===== config.mk =====
export PLATFORM = sky130hd
export DESIGN_NAME = sha2_hash_engine
export DESIGN_NICKNAME = d
export VERILOG_FILES = /design/src/rtl/sha2_pkg.sv /design/src/rtl/sha2_packer.sv /design/src/rtl/sha2_msg_window.sv /design/src/rtl/sha2_compress.sv /design/src/rtl/sha2_hash_engine.sv
export SDC_FILE = /design/constraint.sdc
export NUM_CORES = 2
export LEC_CHECK = 0
export BUFFER_PORTS_ARGS = -buffer_cell sky130_fd_sc_hd__buf_2
export CAP_MARGIN = 20
export CORE_MARGIN = 2
export CORE_UTILIZATION = 55
export DETAILED_ROUTE_END_ITERATION = 16
export PLACE_DENSITY = 0.76
export REMOVE_ABC_BUFFERS = 1
export SLEW_MARGIN = 0
export SYNTH_ARGS = -nofsm -noshare
export SYNTH_HDL_FRONTEND = slang
export SYNTH_SLANG_ARGS = --single-unit
export TNS_END_PERCENT = 20

===== constraint.sdc =====
create_clock -name clk -period 14.3 [get_ports clk]
set_clock_uncertainty 0.2 [all_clocks]
set_input_delay 2.86 -clock clk [delete_from_list [all_inputs] [get_ports clk]]
set_output_delay 2.86 -clock clk [all_outputs]
set_load 0.01 [all_outputs]

===== src/rtl/sha2_pkg.sv =====
package sha2_pkg;

  localparam int WORD_W    = 32;
  localparam int N_ROUNDS  = 64;
  localparam int WIN_DEPTH = 16;
  localparam int N_HASH    = 8;

  typedef logic [N_HASH-1:0][WORD_W-1:0] hash_t;

  typedef enum logic [1:0] {
    XFER_B8  = 2'd0,
    XFER_B16 = 2'd1,
    XFER_B32 = 2'd2
  } xfer_t;

  function automatic logic [31:0] rotr32(input logic [31:0] x, input int n);
    return (x >> n) | (x << (32 - n));
  endfunction

  function automatic logic [31:0] bsig0(input logic [31:0] x);
    return rotr32(x, 2) ^ rotr32(x, 13) ^ rotr32(x, 22);
  endfunction

  function automatic logic [31:0] bsig1(input logic [31:0] x);
    return rotr32(x, 6) ^ rotr32(x, 11) ^ rotr32(x, 25);
  endfunction

  function automatic logic [31:0] ssig0(input logic [31:0] x);
    return rotr32(x, 7) ^ rotr32(x, 18) ^ (x >> 3);
  endfunction

  function automatic logic [31:0] ssig1(input logic [31:0] x);
    return rotr32(x, 17) ^ rotr32(x, 19) ^ (x >> 10);
  endfunction

  function automatic logic [31:0] choose(input logic [31:0] e, f, g);
    return (e & f) ^ (~e & g);
  endfunction

  function automatic logic [31:0] majority(input logic [31:0] a, b, c);
    return (a & b) ^ (a & c) ^ (b & c);
  endfunction

  function automatic logic [31:0] bswap32(input logic [31:0] x);
    return {x[7:0], x[15:8], x[23:16], x[31:24]};
  endfunction

  function automatic logic [31:0] init_hash(input int i);
    case (i)
      0: return 32'h6a09e667;
      1: return 32'hbb67ae85;
      2: return 32'h3c6ef372;
      3: return 32'ha54ff53a;
      4: return 32'h510e527f;
      5: return 32'h9b05688c;
      6: return 32'h1f83d9ab;
      default: return 32'h5be0cd19;
    endcase
  endfunction

  function automatic logic [31:0] round_k(input logic [5:0] t);
    case (t)
      6'd0:  return 32'h428a2f98; 6'd1:  return 32'h71374491;
      6'd2:  return 32'hb5c0fbcf; 6'd3:  return 32'he9b5dba5;
      6'd4:  return 32'h3956c25b; 6'd5:  return 32'h59f111f1;
      6'd6:  return 32'h923f82a4; 6'd7:  return 32'hab1c5ed5;
      6'd8:  return 32'hd807aa98; 6'd9:  return 32'h12835b01;
      6'd10: return 32'h243185be; 6'd11: return 32'h550c7dc3;
      6'd12: return 32'h72be5d74; 6'd13: return 32'h80deb1fe;
      6'd14: return 32'h9bdc06a7; 6'd15: return 32'hc19bf174;
      6'd16: return 32'he49b69c1; 6'd17: return 32'hefbe4786;
      6'd18: return 32'h0fc19dc6; 6'd19: return 32'h240ca1cc;
      6'd20: return 32'h2de92c6f; 6'd21: return 32'h4a7484aa;
      6'd22: return 32'h5cb0a9dc; 6'd23: return 32'h76f988da;
      6'd24: return 32'h983e5152; 6'd25: return 32'ha831c66d;
      6'd26: return 32'hb00327c8; 6'd27: return 32'hbf597fc7;
      6'd28: return 32'hc6e00bf3; 6'd29: return 32'hd5a79147;
      6'd30: return 32'h06ca6351; 6'd31: return 32'h14292967;
      6'd32: return 32'h27b70a85; 6'd33: return 32'h2e1b2138;
      6'd34: return 32'h4d2c6dfc; 6'd35: return 32'h53380d13;
      6'd36: return 32'h650a7354; 6'd37: return 32'h766a0abb;
      6'd38: return 32'h81c2c92e; 6'd39: return 32'h92722c85;
      6'd40: return 32'ha2bfe8a1; 6'd41: return 32'ha81a664b;
      6'd42: return 32'hc24b8b70; 6'd43: return 32'hc76c51a3;
      6'd44: return 32'hd192e819; 6'd45: return 32'hd6990624;
      6'd46: return 32'hf40e3585; 6'd47: return 32'h106aa070;
      6'd48: return 32'h19a4c116; 6'd49: return 32'h1e376c08;
      6'd50: return 32'h2748774c; 6'd51: return 32'h34b0bcb5;
      6'd52: return 32'h391c0cb3; 6'd53: return 32'h4ed8aa4a;
      6'd54: return 32'h5b9cca4f; 6'd55: return 32'h682e6ff3;
      6'd56: return 32'h748f82ee; 6'd57: return 32'h78a5636f;
      6'd58: return 32'h84c87814; 6'd59: return 32'h8cc70208;
      6'd60: return 32'h90befffa; 6'd61: return 32'ha4506ceb;
      6'd62: return 32'hbef9a3f7; default: return 32'hc67178f2;
    endcase
  endfunction

  // One compression round on working variables (index 0 = a ... 7 = h).
  function automatic hash_t sha_round(input hash_t v, input logic [31:0] w,
                                      input logic [31:0] k);
    hash_t n;
    logic [31:0] t1, t2;
    t1 = v[7] + bsig1(v[4]) + choose(v[4], v[5], v[6]) + k + w;
    t2 = bsig0(v[0]) + majority(v[0], v[1], v[2]);
    n[0] = t1 + t2;
    n[1] = v[0];
    n[2] = v[1];
    n[3] = v[2];
    n[4] = v[3] + t1;
    n[5] = v[4];
    n[6] = v[5];
    n[7] = v[6];
    return n;
  endfunction

endpackage


===== src/rtl/sha2_packer.sv =====
module sha2_packer
  import sha2_pkg::*;
(
  input  logic        clk,
  input  logic        rst_n,
  input  logic        flush,
  input  logic        take,
  input  xfer_t       size,
  input  logic        swap_en,
  input  logic [31:0] din,
  output logic        word_vld,
  output logic [31:0] word
);

  logic [1:0]  lane_q;
  logic [31:0] acc_q;
  logic [31:0] merged;
  logic [2:0]  nbytes;
  logic [2:0]  end_lane;
  logic        complete;

  always_comb begin
    merged = acc_q;
    nbytes = 3'd4;
    case (size)
      XFER_B8: begin
        merged[{lane_q, 3'b000} +: 8] = din[7:0];
        nbytes = 3'd1;
      end
      XFER_B16: begin
        if (lane_q[1]) merged[31:16] = din[15:0];
        else           merged[15:0]  = din[15:0];
        nbytes = 3'd2;
      end
      default: begin
        merged = din;
        nbytes = 3'd4;
      end
    endcase
    end_lane = {1'b0, lane_q} + nbytes;
    complete = end_lane[2];
  end

  assign word_vld = take && complete;
  assign word     = swap_en ? bswap32(merged) : merged;

  always_ff @(posedge clk or negedge rst_n) begin
    if (!rst_n) begin
      lane_q <= '0;
      acc_q  <= '0;
    end else if (flush) begin
      lane_q <= '0;
      acc_q  <= '0;
    end else if (take) begin
      if (complete) begin
        lane_q <= '0;
        acc_q  <= '0;
      end else begin
        lane_q <= end_lane[1:0];
        acc_q  <= merged;
      end
    end
  end

endmodule


===== src/rtl/sha2_msg_window.sv =====
module sha2_msg_window
  import sha2_pkg::*;
#(
  parameter int DEPTH = WIN_DEPTH
) (
  input  logic        clk,
  input  logic        rst_n,
  input  logic        load,
  input  logic [31:0] load_word,
  input  logic        step,
  output logic [31:0] w_now
);

  logic [31:0] win [DEPTH];
  logic [31:0] sched_next;
  logic [31:0] fill;
  logic        shift;

  assign sched_next = ssig1(win[DEPTH-2]) + win[DEPTH-7] + ssig0(win[1]) + win[0];
  assign fill       = load ? load_word : sched_next;
  assign shift      = load || step;
  assign w_now      = win[0];

  genvar gi;
  generate
    for (gi = 0; gi < DEPTH; gi++) begin : g_slot
      if (gi == DEPTH - 1) begin : g_top
        always_ff @(posedge clk or negedge rst_n) begin
          if (!rst_n)     win[gi] <= '0;
          else if (shift) win[gi] <= fill;
        end
      end else begin : g_mid
        always_ff @(posedge clk or negedge rst_n) begin
          if (!rst_n)     win[gi] <= '0;
          else if (shift) win[gi] <= win[gi+1];
        end
      end
    end
  endgenerate

endmodule


===== src/rtl/sha2_compress.sv =====
module sha2_compress
  import sha2_pkg::*;
#(
  parameter int ROUNDS = N_ROUNDS
) (
  input  logic        clk,
  input  logic        rst_n,
  input  logic        init,
  input  logic        launch,
  input  logic [31:0] w_in,
  output logic        step,
  output logic        done,
  output logic        busy,
  output hash_t       digest
);

  localparam int RW = $clog2(ROUNDS);

  typedef enum logic [1:0] {C_IDLE, C_RUN, C_FIN} cstate_t;

  cstate_t       state_q;
  logic [RW-1:0] rnd_q;
  hash_t         hash_q;
  hash_t         vars_q;
  hash_t         vars_next;

  assign vars_next = sha_round(vars_q, w_in, round_k(6'(rnd_q)));
  assign step      = (state_q == C_RUN);
  assign done      = (state_q == C_FIN);
  assign busy      = (state_q != C_IDLE);
  assign digest    = hash_q;

  always_ff @(posedge clk or negedge rst_n) begin
    if (!rst_n) begin
      state_q <= C_IDLE;
      rnd_q   <= '0;
      vars_q  <= '0;
    end else if (init) begin
      state_q <= C_IDLE;
      rnd_q   <= '0;
    end else begin
      case (state_q)
        C_IDLE: if (launch) begin
          vars_q  <= hash_q;
          rnd_q   <= '0;
          state_q <= C_RUN;
        end
        C_RUN: begin
          vars_q <= vars_next;
          rnd_q  <= rnd_q + 1'b1;
          if (rnd_q == RW'(ROUNDS - 1)) state_q <= C_FIN;
        end
        default: state_q <= C_IDLE;
      endcase
    end
  end

  genvar hi;
  generate
    for (hi = 0; hi < N_HASH; hi++) begin : g_hash
      always_ff @(posedge clk or negedge rst_n) begin
        if (!rst_n)    hash_q[hi] <= init_hash(hi);
        else if (init) hash_q[hi] <= init_hash(hi);
        else if (done) hash_q[hi] <= hash_q[hi] + vars_q[hi];
      end
    end
  endgenerate

endmodule


===== src/rtl/sha2_hash_engine.sv =====
module sha2_hash_engine
  import sha2_pkg::*;
#(
  parameter int ADDR_W      = 4,
  parameter int DIGEST_BASE = 8
) (
  input  logic              clk,
  input  logic              rst_n,
  input  logic              reg_valid,
  input  logic              reg_write,
  input  logic [ADDR_W-1:0] reg_addr,
  input  logic [31:0]       reg_wdata,
  output logic [31:0]       reg_rdata
);

  localparam logic [ADDR_W-1:0] A_CSR  = ADDR_W'(0);
  localparam logic [ADDR_W-1:0] A_DATA = ADDR_W'(1);
  localparam logic [ADDR_W-1:0] A_DIG  = ADDR_W'(DIGEST_BASE);
  localparam int WCW = $clog2(WIN_DEPTH);

  logic           swap_q;
  xfer_t          size_q;
  logic           err_q;
  logic           sumv_q;
  logic [WCW-1:0] wcnt_q;

  // named internal events
  logic csr_wr, dat_wr, start_evt, errclr_evt, restart;
  logic ready, accept, bad_wr, launch;
  logic word_vld, step, done, busy;
  logic [31:0] word, w_now;
  hash_t digest;

  assign csr_wr     = reg_valid && reg_write && (reg_addr == A_CSR);
  assign dat_wr     = reg_valid && reg_write && (reg_addr == A_DATA);
  assign start_evt  = csr_wr && reg_wdata[0];
  assign errclr_evt = csr_wr && reg_wdata[6];
  assign restart    = start_evt || errclr_evt;
  assign ready      = !busy;
  assign accept     = dat_wr && ready;
  assign bad_wr     = dat_wr && busy;
  assign launch     = word_vld && (wcnt_q == WCW'(WIN_DEPTH - 1));

  sha2_packer u_pack (
    .clk      (clk),
    .rst_n    (rst_n),
    .flush    (restart),
    .take     (accept),
    .size     (size_q),
    .swap_en  (swap_q),
    .din      (reg_wdata),
    .word_vld (word_vld),
    .word     (word)
  );

  sha2_msg_window #(.DEPTH(WIN_DEPTH)) u_win (
    .clk       (clk),
    .rst_n     (rst_n),
    .load      (word_vld),
    .load_word (word),
    .step      (step),
    .w_now     (w_now)
  );

  sha2_compress #(.ROUNDS(N_ROUNDS)) u_cmp (
    .clk    (clk),
    .rst_n  (rst_n),
    .init   (restart),
    .launch (launch),
    .w_in   (w_now),
    .step   (step),
    .done   (done),
    .busy   (busy),
    .digest (digest)
  );

  always_ff @(posedge clk or negedge rst_n) begin
    if (!rst_n) begin
      swap_q <= 1'b1;
      size_q <= XFER_B32;
      err_q  <= 1'b0;
      sumv_q <= 1'b0;
      wcnt_q <= '0;
    end else begin
      if (csr_wr) begin
        swap_q <= reg_wdata[1];
        if (reg_wdata[3:2] != 2'd3) size_q <= xfer_t'(reg_wdata[3:2]);
      end
      if (errclr_evt)  err_q <= 1'b0;
      else if (bad_wr) err_q <= 1'b1;
      if (restart)     sumv_q <= 1'b0;
      else if (done)   sumv_q <= 1'b1;
      else if (accept) sumv_q <= 1'b0;
      if (restart)       wcnt_q <= '0;
      else if (word_vld) wcnt_q <= wcnt_q + 1'b1;
    end
  end

  always_comb begin
    reg_rdata = '0;
    if (reg_addr == A_CSR)
      reg_rdata = {25'd0, err_q, sumv_q, ready, size_q, swap_q, 1'b0};
    else if (reg_addr[ADDR_W-1:3] == A_DIG[ADDR_W-1:3])
      reg_rdata = digest[reg_addr[2:0]];
  end

endmodule


==> impl_metrics.tcl <==
set metrics [dict create \
    io_buffers 71 \
    ys_seq_elements 1075 \
    dp_slack_ps 3959 \
    hp-class "reg -> reg" \
    io_pins 72 \
    grt_pass1_wl_um 375700 \
    insertion_delay_ps 770 \
    grt_busiest_layer "met2" \
    cts.path.max_buffers 3 \
    clkPwrFrac_pct 39.0 \
    antenna_found_initial 9 \
    fmax_mhz 93.76 \
    layout-drive-gt1-share_pct 7.484 \
    hpwl_um 175600 \
    use_met3_pct 5.809 \
    p_comb_share_pct 21.9 \
    firstDrtPassIters 6 \
    tightest_slew_ps 1178 \
    synth_warnings 0 \
    htree_levels 3 \
    placed_cells 10070 \
    synth-edff-count 0 \
    p_sw_share_pct 30.96 \
    ys_async_sr_fraction_pct 100.0 \
    vias_per_cell 6.253 \
    hold_buffers 0 \
    vdd_drop_max_mv 0.1005 \
    fin_crit_ps 10670 \
    wire_per_inst_um 23.77 \
    area_delta_synth_final_pct 7.492 \
    crit_fanout 74 \
    finalSetupTns_ps 0 \
    worstPathRequired_ps 14790 \
    placed_area_sq_um 75230 \
    synth_flop_cell "dfrtp_1" \
    layout_setup_ws_ps 3635 \
    overflow 0 \
    rsz0062_at_grt "no" \
    netlist_instances 8701 \
    power_switching_uw 2640 \
    ctsResizeCount 0 \
    cts_setup_buffers 0 \
    grtUsageMet2_pct 55.76 \
    drt_iter0_markers 6407 \
    fin_crit_sh_pct 74.58 \
    route.vias.total 64380 \
    ys_types 92 \
    cap_violations 0 \
    gr-usage-met1_pct 45.32 \
    remaining_drc_errors 0 \
    p_int_uw 5886 \
    multi_input_comb_area_sq_um 43640 \
    final_cell_mix "2,321 x nand2_1, 934 x dfrtp_1, 542 x nor2_1" \
    start_util_pct 55.41 \
    cts_tree "yes" \
    layout.nets 9060 \
    max-slew-margin-rel_pct 21.49 \
    cts_buffers 118 \
    grt_max_degree 234 \
    final-seq-area_sq_um 27080 \
    setup_viol 0 \
    cp-start-kind "flop" \
    worstSetupEndpointType "flop" \
    track_usage_pct 35.59 \
    die_area_sq_um 137400 \
    p_leak_uw 0.03702 \
    die_y_um 370.7 \
    crit_arrival_ps 11150 \
    clockRootBuffer "clkbuf_16" \
    stdcell_area_sq_um 79490 \
    cpPeakStageDelay_ps 930 \
    status "completed" \
    drt_wl_total_um 244800 \
    die_x_um 370.7 \
    cts.reportedPaths.clkPinSlew_ps 70 \
    core_sq_um 133500 \
    slew_viol_final 0 \
    antenna_left 0 \
    layout_commonest_cell "nand2_1" \
    ys_seq_area_share_pct 36.61 \
    synth_area_sq_um 73950 \
    gp_congestion 1.013 \
    fin_cells 10300 \
    p_seq_share_pct 39.1 \
    cp_slowest_cell "dfrtp_4" \
    grt_pass1_vias 62920 \
    p_per_area_nw_per_um2 107.3 \
    avgSynthCellArea_sq_um 8.499 \
    cpMostUsedCell "o21ai_0" \
    worstSetupPathType "reg -> reg" \
    hold_violations 0 \
    num_rows 134 \
    clkSinkCount 1075 \
    nFillCells 11640 \
]
[worst paths after layout]
check / start / to / slack, ps / depth (start not counted)
max reg2reg: u_cmp.rnd_q[2] / u_cmp.vars_next[63] / 3630 / 35
min reg2reg: u_win.win[424] / u_win.win[456] / 250 / 2
max: u_cmp.rnd_q[2] / u_cmp.vars_next[63] / 3630 / 35
max in group asynchronous: rst_n / u_cmp.digest[58] / 9610 / 3
min in group asynchronous: rst_n / u_win.win[223] / 1940 / 1
min: u_win.win[424] / u_win.win[456] / 250 / 2
[metal layers]
metal  vias to the layer above  share of wire, %
met4                         6               8.0
met2                      2918                45
met1                     31530                39
met3                       756               7.7
li1                      29170                 -
met5                         -             0.021
[through the flow]
step | util (%) | hold WS (ps) | power, uW
final | 59.56 | 251.1 | 8526
after global routing | 59.56 | 280.2 | 8872
after CTS | 59.53 | 249.7 | 8519
after detailed placement | 56.37 | 254.9 | 5198
after global placement | 56.36 | 248.1 | 5151
after floorplan | - | 238.6 | 4644
[state kept, by name (all words and copies together) (netlist names)]
name,count
u_win.w_now,32
u_cmp.vars_q,64
u_win.win,480
size_q,2
wcnt_q,4
u_pack.acc_q,32
swap_q,1
err_q,1
sumv_q,1
u_cmp.rnd_q,6
u_cmp.digest,256
u_cmp.vars_next,192
u_pack.lane_q,2
u_cmp.state_q,2
[kinds of logic (layout without fill, tap and decap cells)]
group           count (synthesis)  after routing  synth area share [%]
compound gates               2035           2035                 17.59
xor+xnor                      560            560                 6.670
fa+ha+maj                     614            614                 12.31
buf+inv                       853            677                 4.497
flops                        1075           1075                 36.61
mux                           174            174                 3.547
other cells                     0              4                     0
simple gates                 3390           3390                 18.77
[layout make-up]
cell class | count | share of cell area [%]
multi-input combinational | 6773 | 54.91
antenna | 4 | 0.01259
tap | 1768 | 2.783
sequential | 1075 | 34.07
clock buffer | 168 | 4.381
timing repair buffer | 159 | 1.521
clock inverter | 50 | 0.9130
inverter | 300 | 1.417
[synthesized netlist by cell type (all sizes together), types with 13 or more instances]
library cell     n  area, sq um
a211o           20        175.2
a211oi          98        740.7
a21o           195         1464
a21oi          533         2679
a221oi          28        257.8
a22o            54        473.0
a22oi           27        202.7
a311oi          15        131.4
a31oi          258         1614
a41oi           13        128.9
and2            19        118.9
and3            47        294.0
buf             95        480.5
clkbuf         458         1719
dfrtp          937        23450
dfstp          138         3626
fa             196         3924
ha             397         4967
inv            298         1119
maj3            21        210.2
mux2            14        157.7
mux2i           91        910.9
mux4            69         1554
nand2         2322         8716
nand2b          59        369.1
nand3           91        455.4
nand4           20        125.1
nor2           548         2057
nor2b           93        581.8
nor3            94        470.5
nor3b           15        112.6
o211ai         100        750.7
o21a            57        429.2
o21ai          415         2077
o21bai          53        397.9
o311ai          25        219.0
o31ai           19        142.6
or3             34        212.7
xnor2          388         3398
xor2           170         1489
[critical path, delay by kind of cell (launching register included)]
family                     cells  cell delay, ps
buffers and inverters          3            1250
xor gates and xnor gates       2             530
AOI/OAI and AO/OA             16            3410
DFF                            1             930
adders and majority gates      7            2850
and+or+nand+nor                7            1400
[power by group through the flow]
stage | registers, uW | clock network [uW] | logic [uW]
6_report | 3330 | 3320 | 1870
5_1_grt | 3340 | 3480 | 2050
4_1_cts | 3320 | 3350 | 1840
3_5_place_dp | 3370 | 0 | 1820
3_3_place_gp | 3370 | 0 | 1780
2_1_floorplan | 3320 | 0 | 1330
Power figures use the tool's default switching activity.
